[src/rtl/sw_pkg.sv]
// Package for the sleep/wake controller.
// Holds the per-core state encoding and a small helper. The encoding is
// visible on state_o, so the numeric values are part of the interface.
package sw_pkg;

    typedef enum logic [1:0] {
        CS_RUN  = 2'd0,
        CS_WFI  = 2'd1,
        CS_HALT = 2'd2
    } core_st_e;

    // True when the state lets the core fetch and execute.
    function automatic logic st_is_running(input core_st_e st);
        return (st == CS_RUN);
    endfunction

endpackage

[src/rtl/sw_intx_router.sv]
// Cross-core interrupt router.
// Turns NC (valid, target index) requests into a per-target hit vector.
// Assumes each target index is TGT_W bits wide, so it can name indices at or
// beyond NC. Such indices match no target and are dropped. Several requests
// to one target merge into a single hit bit.
module sw_intx_router #(
    parameter int NC    = 4,
    parameter int TGT_W = 3
) (
    input  logic [NC-1:0]       vld_i,
    input  logic [NC*TGT_W-1:0] tgt_i,
    output logic [NC-1:0]       hit_o
);

    // OR together every valid request whose index names each target.
    always_comb begin
        hit_o = '0;
        for (int t = 0; t < NC; t++) begin
            for (int k = 0; k < NC; k++) begin
                if (vld_i[k] && (tgt_i[k*TGT_W +: TGT_W] == TGT_W'(t))) begin
                    hit_o[t] = 1'b1;
                end
            end
        end
    end

endmodule

[src/rtl/sw_core_slot.sv]
// Run-state machine for one core.
// RUN -> WFI on wfi (link-register write pulse), RUN -> HALT on stop (stop
// wins over wfi), WFI -> RUN on a cross-core hit or a hardware interrupt
// (PC-restore pulse). A hardware interrupt seen in RUN gives a vector request
// pulse. HALT is left only by reset. Inputs are judged against the state
// held before the edge, which is why a wfi and a hit in the same cycle
// leave the core asleep.
module sw_core_slot
    import sw_pkg::*;
(
    input  logic     clk,
    input  logic     rst_n,
    input  logic     wfi_i,
    input  logic     stop_i,
    input  logic     wake_hit_i,
    input  logic     irq_i,
    output core_st_e state_o,
    output logic     lr_wr_o,
    output logic     pc_rst_o,
    output logic     vec_req_o
);

    core_st_e st_q, st_d;
    logic     lr_wr_d, pc_rst_d, vec_req_d;

    // Next state and the one-cycle pulses that go with each transition.
    always_comb begin
        st_d      = st_q;
        lr_wr_d   = 1'b0;
        pc_rst_d  = 1'b0;
        vec_req_d = 1'b0;
        unique case (st_q)
            CS_RUN: begin
                if (stop_i) begin
                    st_d = CS_HALT;
                end else if (wfi_i) begin
                    st_d    = CS_WFI;
                    lr_wr_d = 1'b1;
                end else if (irq_i) begin
                    vec_req_d = 1'b1;
                end
            end
            CS_WFI: begin
                if (wake_hit_i || irq_i) begin
                    st_d     = CS_RUN;
                    pc_rst_d = 1'b1;
                end
            end
            CS_HALT: begin
                st_d = CS_HALT;
            end
            default: begin
                st_d = CS_RUN;
            end
        endcase
    end

    // State and pulse registers, cleared by synchronous reset.
    always_ff @(posedge clk) begin
        if (!rst_n) begin
            st_q      <= CS_RUN;
            lr_wr_o   <= 1'b0;
            pc_rst_o  <= 1'b0;
            vec_req_o <= 1'b0;
        end else begin
            st_q      <= st_d;
            lr_wr_o   <= lr_wr_d;
            pc_rst_o  <= pc_rst_d;
            vec_req_o <= vec_req_d;
        end
    end

    assign state_o = st_q;

endmodule

[src/rtl/sleep_wake_ctrl.sv]
// Sleep and wake controller for NC cores.
// A router resolves the cross-core interrupts to per-target hits. One state
// slot per core then applies that core's wfi, stop, hit and interrupt
// inputs. Vector addresses are fixed words, VEC_BASE + core index.
// Assumes the strobes come from retiring instructions and last one cycle.
module sleep_wake_ctrl
    import sw_pkg::*;
#(
    parameter int NC       = 4,
    parameter int TGT_W    = $clog2(NC) + 1,
    parameter int ADDR_W   = 16,
    parameter int VEC_BASE = 1000
) (
    input  logic                 clk,
    input  logic                 rst_n,
    input  logic [NC-1:0]        wfi_i,
    input  logic [NC-1:0]        stop_i,
    input  logic [NC-1:0]        intx_vld_i,
    input  logic [NC*TGT_W-1:0]  intx_tgt_i,
    input  logic [NC-1:0]        hw_irq_i,
    output logic [NC-1:0]        run_en_o,
    output logic [2*NC-1:0]      state_o,
    output logic [NC-1:0]        lr_wr_o,
    output logic [NC-1:0]        pc_rst_o,
    output logic [NC-1:0]        vec_req_o,
    output logic [NC*ADDR_W-1:0] vec_addr_o
);

    logic [NC-1:0] intx_hit;

    sw_intx_router #(
        .NC    (NC),
        .TGT_W (TGT_W)
    ) u_router (
        .vld_i (intx_vld_i),
        .tgt_i (intx_tgt_i),
        .hit_o (intx_hit)
    );

    for (genvar k = 0; k < NC; k++) begin : g_core
        core_st_e st;

        sw_core_slot u_slot (
            .clk        (clk),
            .rst_n      (rst_n),
            .wfi_i      (wfi_i[k]),
            .stop_i     (stop_i[k]),
            .wake_hit_i (intx_hit[k]),
            .irq_i      (hw_irq_i[k]),
            .state_o    (st),
            .lr_wr_o    (lr_wr_o[k]),
            .pc_rst_o   (pc_rst_o[k]),
            .vec_req_o  (vec_req_o[k])
        );

        // Expose the state code and the run enable it implies.
        assign state_o[2*k +: 2] = st;
        assign run_en_o[k]       = st_is_running(st);
        // Fixed vector word for this core.
        assign vec_addr_o[k*ADDR_W +: ADDR_W] = ADDR_W'(VEC_BASE + k);
    end

endmodule

[config.mk]
export PLATFORM = sky130hd
export DESIGN_NAME = sleep_wake_ctrl
export DESIGN_NICKNAME = d
export VERILOG_FILES = /design/src/rtl/sw_pkg.sv /design/src/rtl/sw_intx_router.sv /design/src/rtl/sw_core_slot.sv /design/src/rtl/sleep_wake_ctrl.sv
export SDC_FILE = /design/constraint.sdc
export NUM_CORES = 1
export LEC_CHECK = 0
export ABC_AREA = 1
export BUFFER_PORTS_ARGS = -buffer_cell sky130_fd_sc_hd__buf_4
export CAP_MARGIN = 20
export CORE_MARGIN = 2
export CORE_UTILIZATION = 39
export CTS_CLUSTER_SIZE = 14
export DETAILED_ROUTE_END_ITERATION = 6
export PLACE_DENSITY = 0.84
export SLEW_MARGIN = 20
export SYNTH_ARGS = -nofsm -noshare
export SYNTH_HDL_FRONTEND = slang
export SYNTH_SLANG_ARGS = --single-unit
[constraint.sdc]
create_clock -name clk -period 0.9 [get_ports clk]
set_input_delay 0 -clock clk [delete_from_list [all_inputs] [get_ports clk]]
set_output_delay 0 -clock clk [all_outputs]
set_load 0.01 [all_outputs]
* After elaboration in Yosys (flattened, before gate mapping)
Index checks and enable logic that the tools add are counted.
** Word-level totals
- Register bits after elaboration :: 20
- Word-level logic and storage cells :: 137
- Input port bits :: 30
- Output and inout bits :: 88
** Operators by class
- Mux-type cells :: 44
- Reductions and logical operators :: 44
- Eq/ne operators :: 28
- Bitwise operators :: 5
** Operators with widths (number)
- two-way mux 1 bit :: 28
- == test 3 x 2 -> 1 bit, second input constant :: 8
- two-way mux 2 bit :: 12
- case mux 2 bit (3 select lines) :: 4
- logical AND 1 bit :: 16
- AND reduction 2 bit :: 8
- OR reduction 4 bit :: 4
- == test 3 x 1 -> 1 bit, second input constant :: 4
- logical NOT 3 bit :: 4
- inequality test 3 bit, second input constant :: 4
- OR reduction 3 bit :: 4
- == test 2 x 1 -> 1 bit, second input constant :: 4
- == test 2 bit, second input constant :: 4
- logical NOT 2 bit :: 4
- inequality test 2 x 1 -> 1 bit, second input constant :: 4
- inverter 1 bit :: 5
- logical OR 1 bit :: 4

* Longest topological paths before layout
- Depth after elaboration :: 9
- Gate-level depth with buffers :: 7
- Mapped depth without buffers :: 7

* Cells and area by module
From an unflattened synthesis, not the netlist that was laid out.
** Unflattened totals
- Cells, all modules :: 226
- Area, all modules :: 1448.9 um^2
** Modules (own cells, without submodules)
- sw_core_slot :: sequential area each 100.1 um^2, times used 4, cells an instance 24, area each 178.9 um^2
- sleep_wake_ctrl :: sequential area each 0.0 um^2, times used 1, cells an instance 70, area each 503.0 um^2
- sw_intx_router :: sequential area each 0.0 um^2, times used 1, cells an instance 60, area each 230.2 um^2

* Least setup slack after synthesis
No wires, ideal clock.
- Path kind :: register to register
- Start point :: register g_core[0].u_slot.st_q[0]
- End point :: register g_core[0].u_slot.st_q[0]
- Setup slack :: -0.014 ns
- Path buffers :: 0
- Library setup time :: 0.058 ns
- Required time :: 0.842 ns
- Cell stages (with the launch flop) :: 6
- Arrival :: 0.856 ns
- Period minus slack after synthesis :: 0.914 ns
- Path through :: dfxtp_1 nor2_1 nand2_1 nor2_1 nand2_1 nand2_1
** On the way
- Longest elaborated chain between the ends :: 3
- Elaborated cells between the ends (all ways) :: 7
- Those cells by class :: 4 x eq/ne; 1 x mux; 2 x reduce/logical
** RTL lines
- start, declared :: RTL line sw_core_slot.sv:23 : core_st_e st_q, st_d;
- start signal, assigned :: RTL line sw_core_slot.sv:66 : st_q <= st_d;
- logical NOT 2 bit (*)
- via run_en_o[0] :: RTL line sleep_wake_ctrl.sv:21 : output logic [NC-1:0] run_en_o,
- inequality test 3 bit (no source line)
- AND reduction 2 bit (no source line)
Mark *: on every way through the listed nets, which the timed path passes. The rest lies on a longest branch.
A chain may end at the register's enable or synchronous reset.

* Worst setup path in the final report
- Start point :: register g_core[2].u_slot.st_q[1]
- End point :: output run_en_o[2]
** On the way
- Longest elaborated chain between the ends :: 1
** RTL lines
- start, declared :: RTL line sw_core_slot.sv:23
- start signal, assigned :: RTL line sw_core_slot.sv:66
- logical NOT 2 bit :: RTL line sw_pkg.sv:14 : return (st == CS_RUN);
- end, declared :: RTL line sleep_wake_ctrl.sv:21
Every way passes these cells.

==> results by stage <==
Finish:
- The number of antenna diodes in the final layout is 0.
- The most common cell after layout, fill and taps aside is sky130_fd_sc_hd__conb_1.
- Summing all multi-input logic gate instances after layout gives ~660 sq um.
- The final layout contains 295 nets.
- At the end of the flow the core is filled with cells to 48.3%.
- After filler insertion, the fill cell instance count of the layout stands at about 390.
- The area of all sequential standard cells is slightly above 400 sq um.
- In the final layout, the share of cells above drive strength 1 is 28.4%.
- The top cell types in the final layout, fill and taps aside, are 64 x sky130_fd_sc_hd__conb_1, 53 x sky130_fd_sc_hd__buf_4, 28 x sky130_fd_sc_hd__inv_1.
- The post-route standard cell area excluding fillers is roughly 1800 sq um.
- The area growth from synthesis to layout is 19.2%.

Clock tree:
- TritonCTS built the clock tree.
- The number of buffers added by the clock tree synthesis step is 3.
- In this run the number of H-tree levels came out at 1.
- Clock-pin slew was measured on the worst setup and hold paths at ~0.08 ns.
- The root buffer cell is sky130_fd_sc_hd__clkbuf_8.
- Buffers added to address setup during post-CTS repair amount to 0.
- The clock reaches the later pin of the worst-skew pair after between 0.2 and 0.3 ns.
- The number of sinks driven by the clock tree is 20.
- The buffer depth of the longest clock path is 2.

Global routing:
- The total global-route track usage is between 10% and 20%.
- Entering global routing, the biggest net connects 12 pins.
- The number of global-route vias before repair is between 1000 and 1500.
- The first-pass GRT wire length is around 4000 um.
- The total congestion overflow after global routing is 0.
- The number of antenna violations at the first check in global routing is 0.

Placement:
- The standard cell area after detailed placement is between 1500 and 2000 sq um.
- Input and output buffers added on the ports amount to 53.
- The detailed placement HPWL is roughly 2300 um.
- At the end of routability-driven placement, the weighted congestion stood at roughly 0.70.

Floorplanning:
- The y dimension of the die is 65.7 um.
- For this design the top-level I/O count stands at about 120.
- The floorplan has 22 rows.
- The width of the die is 65.7 um.
- The die outline area is ~4300 sq um.
- The starting utilization of the core area is between 40 and 50%.
- After floorplanning, the core was sized to cover roughly 3700 sq um.

Critical path:
- The dominant delay contributor by cell family on the critical path is flip-flops.
- In this run the worst path has a maximum fanout of 4.
- The source of the worst register-to-register timing path is g_core[0].u_slot.state_o[1].
- The number of cells traversed by the worst register-to-register path is 5.
- The worst setup slack for register-to-register paths is about 0.070 ns.
- The slowest stage of the critical path is the sky130_fd_sc_hd__dfxtp_2 cell.
- Walking the worst path, the cells encountered are nor2_2 > buf_4.
- By startpoint and endpoint, the worst setup path is classified as register to primary output.
- The data arrival time at the worst-slack endpoint is about 0.85 ns.
- The maximum cell stage delay along the critical path is 0.34 ns.
- The endpoint kind of the worst setup timing path is a primary output.
- The number of buffers and inverters on the critical path is 1.
- The data required time of the worst path is 0.90 ns.
- The worst setup path is launched from a register.
- The endpoint identified for the worst register-to-register timing path is g_core[0].u_slot.state_o[0].

Drt:
- Summing over every cut layer, the via total after detailed routing is 1195.
- In the final routed layout, each cell accounts on average for 8.97 um.
- Wires add up to 2800 um.
- Dividing the detail-routed via count by the number of cells gives approximately 3.8.
- The initial DRC count is 80.
- The number of detailed-routing iterations run before antenna repair is 4.
- The antenna violation net count after detailed routing is 0.
- After detailed routing, the number of remaining DRC violations is 0.

Synthesis:
- Multiplexer cells account for 0% of the synthesized area.
- The number of instances in the synthesized netlist is 214.
- The synthesized design contains 20 register bits.
- The synthesized-area fraction occupied by xor and xnor cells is 0%.
- Summing the areas of all fa, ha and maj instances in the mapped netlist gives 0% of the synthesized area.
- Of the total synthesized cell area, the portion taken by AND, OR, NAND and NOR gates is 24.8%.
- After synthesis, the mean cell area works out to roughly 6.9 sq um.
- The total standard cell area after synthesis is around 1500 sq um.
- Yosys mapped the design onto 15 distinct sky130hd cell types.
- The compound-gate portion of the synthesized area is under 10%.
- The total number of yosys warnings is 0.
- The combinational family with the most area after synthesis is buffers and inverters.
- The share of the Yosys chip area taken by registers is a little over a quarter.

Power and ir drop:
- The switching power as a share of total power is between 20% and 30%.
- The power density of the placed cells is 1240 nW/um^2.
- The internal power consumption is 1.55 mW.
- The worst-case IR drop observed on VDD is around 610 uV.
- In this run, flip-flops and latches consume approximately 44% of the power.
- The analysis attributes to cell leakage a power of 1.03 nW.
- The share of total power in the clock network is approximately 31%.
- In this run, the combinational gates consume 25.3% of the power.
- For this design the total switching power over the nets is between 0.6 and 0.7 mW.
- The total design power is 2.20 mW.

Timing:
- Adding up every negative setup slack in the final design gives 0 ns.
- The maximum clock skew at final layout is just over 0.008 ns.
- Setup violations remaining at the end of the flow were counted as 0.
- The hold violation count in the final report is 0.
- The period utilization is a little over nine tenths.
- The final max-slew violation count was 0.
- Hold is met by approximately 0.0013 ns.
- The worst path in the final design needs a cycle of 0.852 ns, including I/O delays and setup.
- The highest achievable clock rate is around 1200 MHz.

Worst hold path:
- The critical hold path startpoint is hw_irq_i[3].
- The min-delay analysis places its worst path in the category primary input to register.
- The endpoint of the worst hold-timing path is g_core[3].u_slot.vec_req_o.
- The worst hold path was traced through 3 stages.

Outcome:
- The flow ran to the end, and the final reports show no timing, DRC or antenna violations.

Run:
- Across the run, the number of max-cap violations was 0.
kinds of logic after synthesis:
| kind of cell | after synthesis |
|---|---|
| other cells | 2 |
| simple gates | 83 |
| buf+inv | 105 |
| flops | 20 |
| compound gates | 4 |
registers in the layout, indices dropped and copies added (netlist names):
| signal | flops |
|---|---|
| g_core.u_slot.state_o | 8 |
| g_core.u_slot.lr_wr_o | 4 |
| g_core.u_slot.vec_req_o | 4 |
| g_core.u_slot.pc_rst_o | 4 |
metrics by stage:
| step | setup slack (ns) | cells |
|---|---|---|
| 2_1_floorplan | 0.0444 | 276 |
| 3_3_place_gp | 0.0990 | 300 |
| 3_5_place_dp | 0.0696 | 300 |
| 4_1_cts | 0.00594 | 312 |
| 5_1_grt | -0.00351 | 312 |
| 6_report | 0.0476 | 312 |
power by group through the flow:
stage               combinational (mW)  clock, mW  sequential [mW]
floorplan                        0.501          0            0.981
global placement                 0.506          0            0.974
detailed placement               0.516          0            0.976
CTS                              0.545      0.681            0.955
global route                     0.623      0.724            0.974
finish                           0.555      0.672            0.969
cell usage after synthesis:
library cell,instances,area share (%)
sky130_fd_sc_hd__nor4_1,3,1.3
sky130_fd_sc_hd__nor2_1,27,6.8
sky130_fd_sc_hd__conb_1,2,0.51
sky130_fd_sc_hd__nor3_1,7,2.4
sky130_fd_sc_hd__and2_4,1,0.59
sky130_fd_sc_hd__a21oi_1,3,1.0
sky130_fd_sc_hd__dfxtp_1,20,27
sky130_fd_sc_hd__nand4_1,2,0.84
sky130_fd_sc_hd__buf_4,77,39
sky130_fd_sc_hd__nor2_2,4,1.7
sky130_fd_sc_hd__nand3_1,10,3.4
sky130_fd_sc_hd__nand2_1,27,6.8
sky130_fd_sc_hd__inv_1,28,7.1
sky130_fd_sc_hd__nand3b_1,2,1.0
sky130_fd_sc_hd__a21oi_2,1,0.59
routing by layer:
metal  wire (um)  vias to the layer above  track usage (%)
met1        1030                      519             13.6
met5           0                        -                0
met3         247                        4             2.40
met2        1490                       66             23.0
met4          28                        0             3.91
li1            -                      606                -
layout make-up:
class / count / share of cell area [%]
Timing Repair Buffer: 61 / 27.1
Multi-Input combinational cell: 151 / 37.3
Clock buffer: 4 / 3.12
Sequential cell: 20 / 23.2
Tap cell: 48 / 3.40
Inverter: 28 / 5.95
worst max path at each step:
stage | endpoint | startpoint | slack (ns) | depth (start not counted)
2_1_floorplan | g_core[0].u_slot.state_o[0] | g_core[0].u_slot.state_o[0] | 0.04 | 5
3_3_place_gp | g_core[2].u_slot.state_o[0] | g_core[2].u_slot.state_o[1] | 0.1 | 5
3_5_place_dp | g_core[0].u_slot.state_o[0] | g_core[0].u_slot.state_o[0] | 0.07 | 5
4_1_cts | run_en_o[3] | g_core[3].u_slot.state_o[1] | 0.006 | 2
5_1_grt | g_core[0].u_slot.state_o[0] | g_core[0].u_slot.state_o[1] | -0.004 | 5
6_report | run_en_o[2] | g_core[2].u_slot.state_o[1] | 0.05 | 2
worst register-to-register path, cell delays in order (launching register included):
cell and delay (ns):
sky130_fd_sc_hd__dfxtp_2 0.35, sky130_fd_sc_hd__nor2_4 0.12, sky130_fd_sc_hd__nand2_1 0.07, sky130_fd_sc_hd__nor2_1 0.10
sky130_fd_sc_hd__nand2_1 0.07, sky130_fd_sc_hd__nand2_1 0.07
what timing repair did:
item,4_1_cts,5_1_grt
endpoints found under the setup margin,0,13
hold buffers,8,0
endpoints found under the hold margin,10,0
resized for setup,0,12
Note: power is estimated with default switching activity, not from simulation.
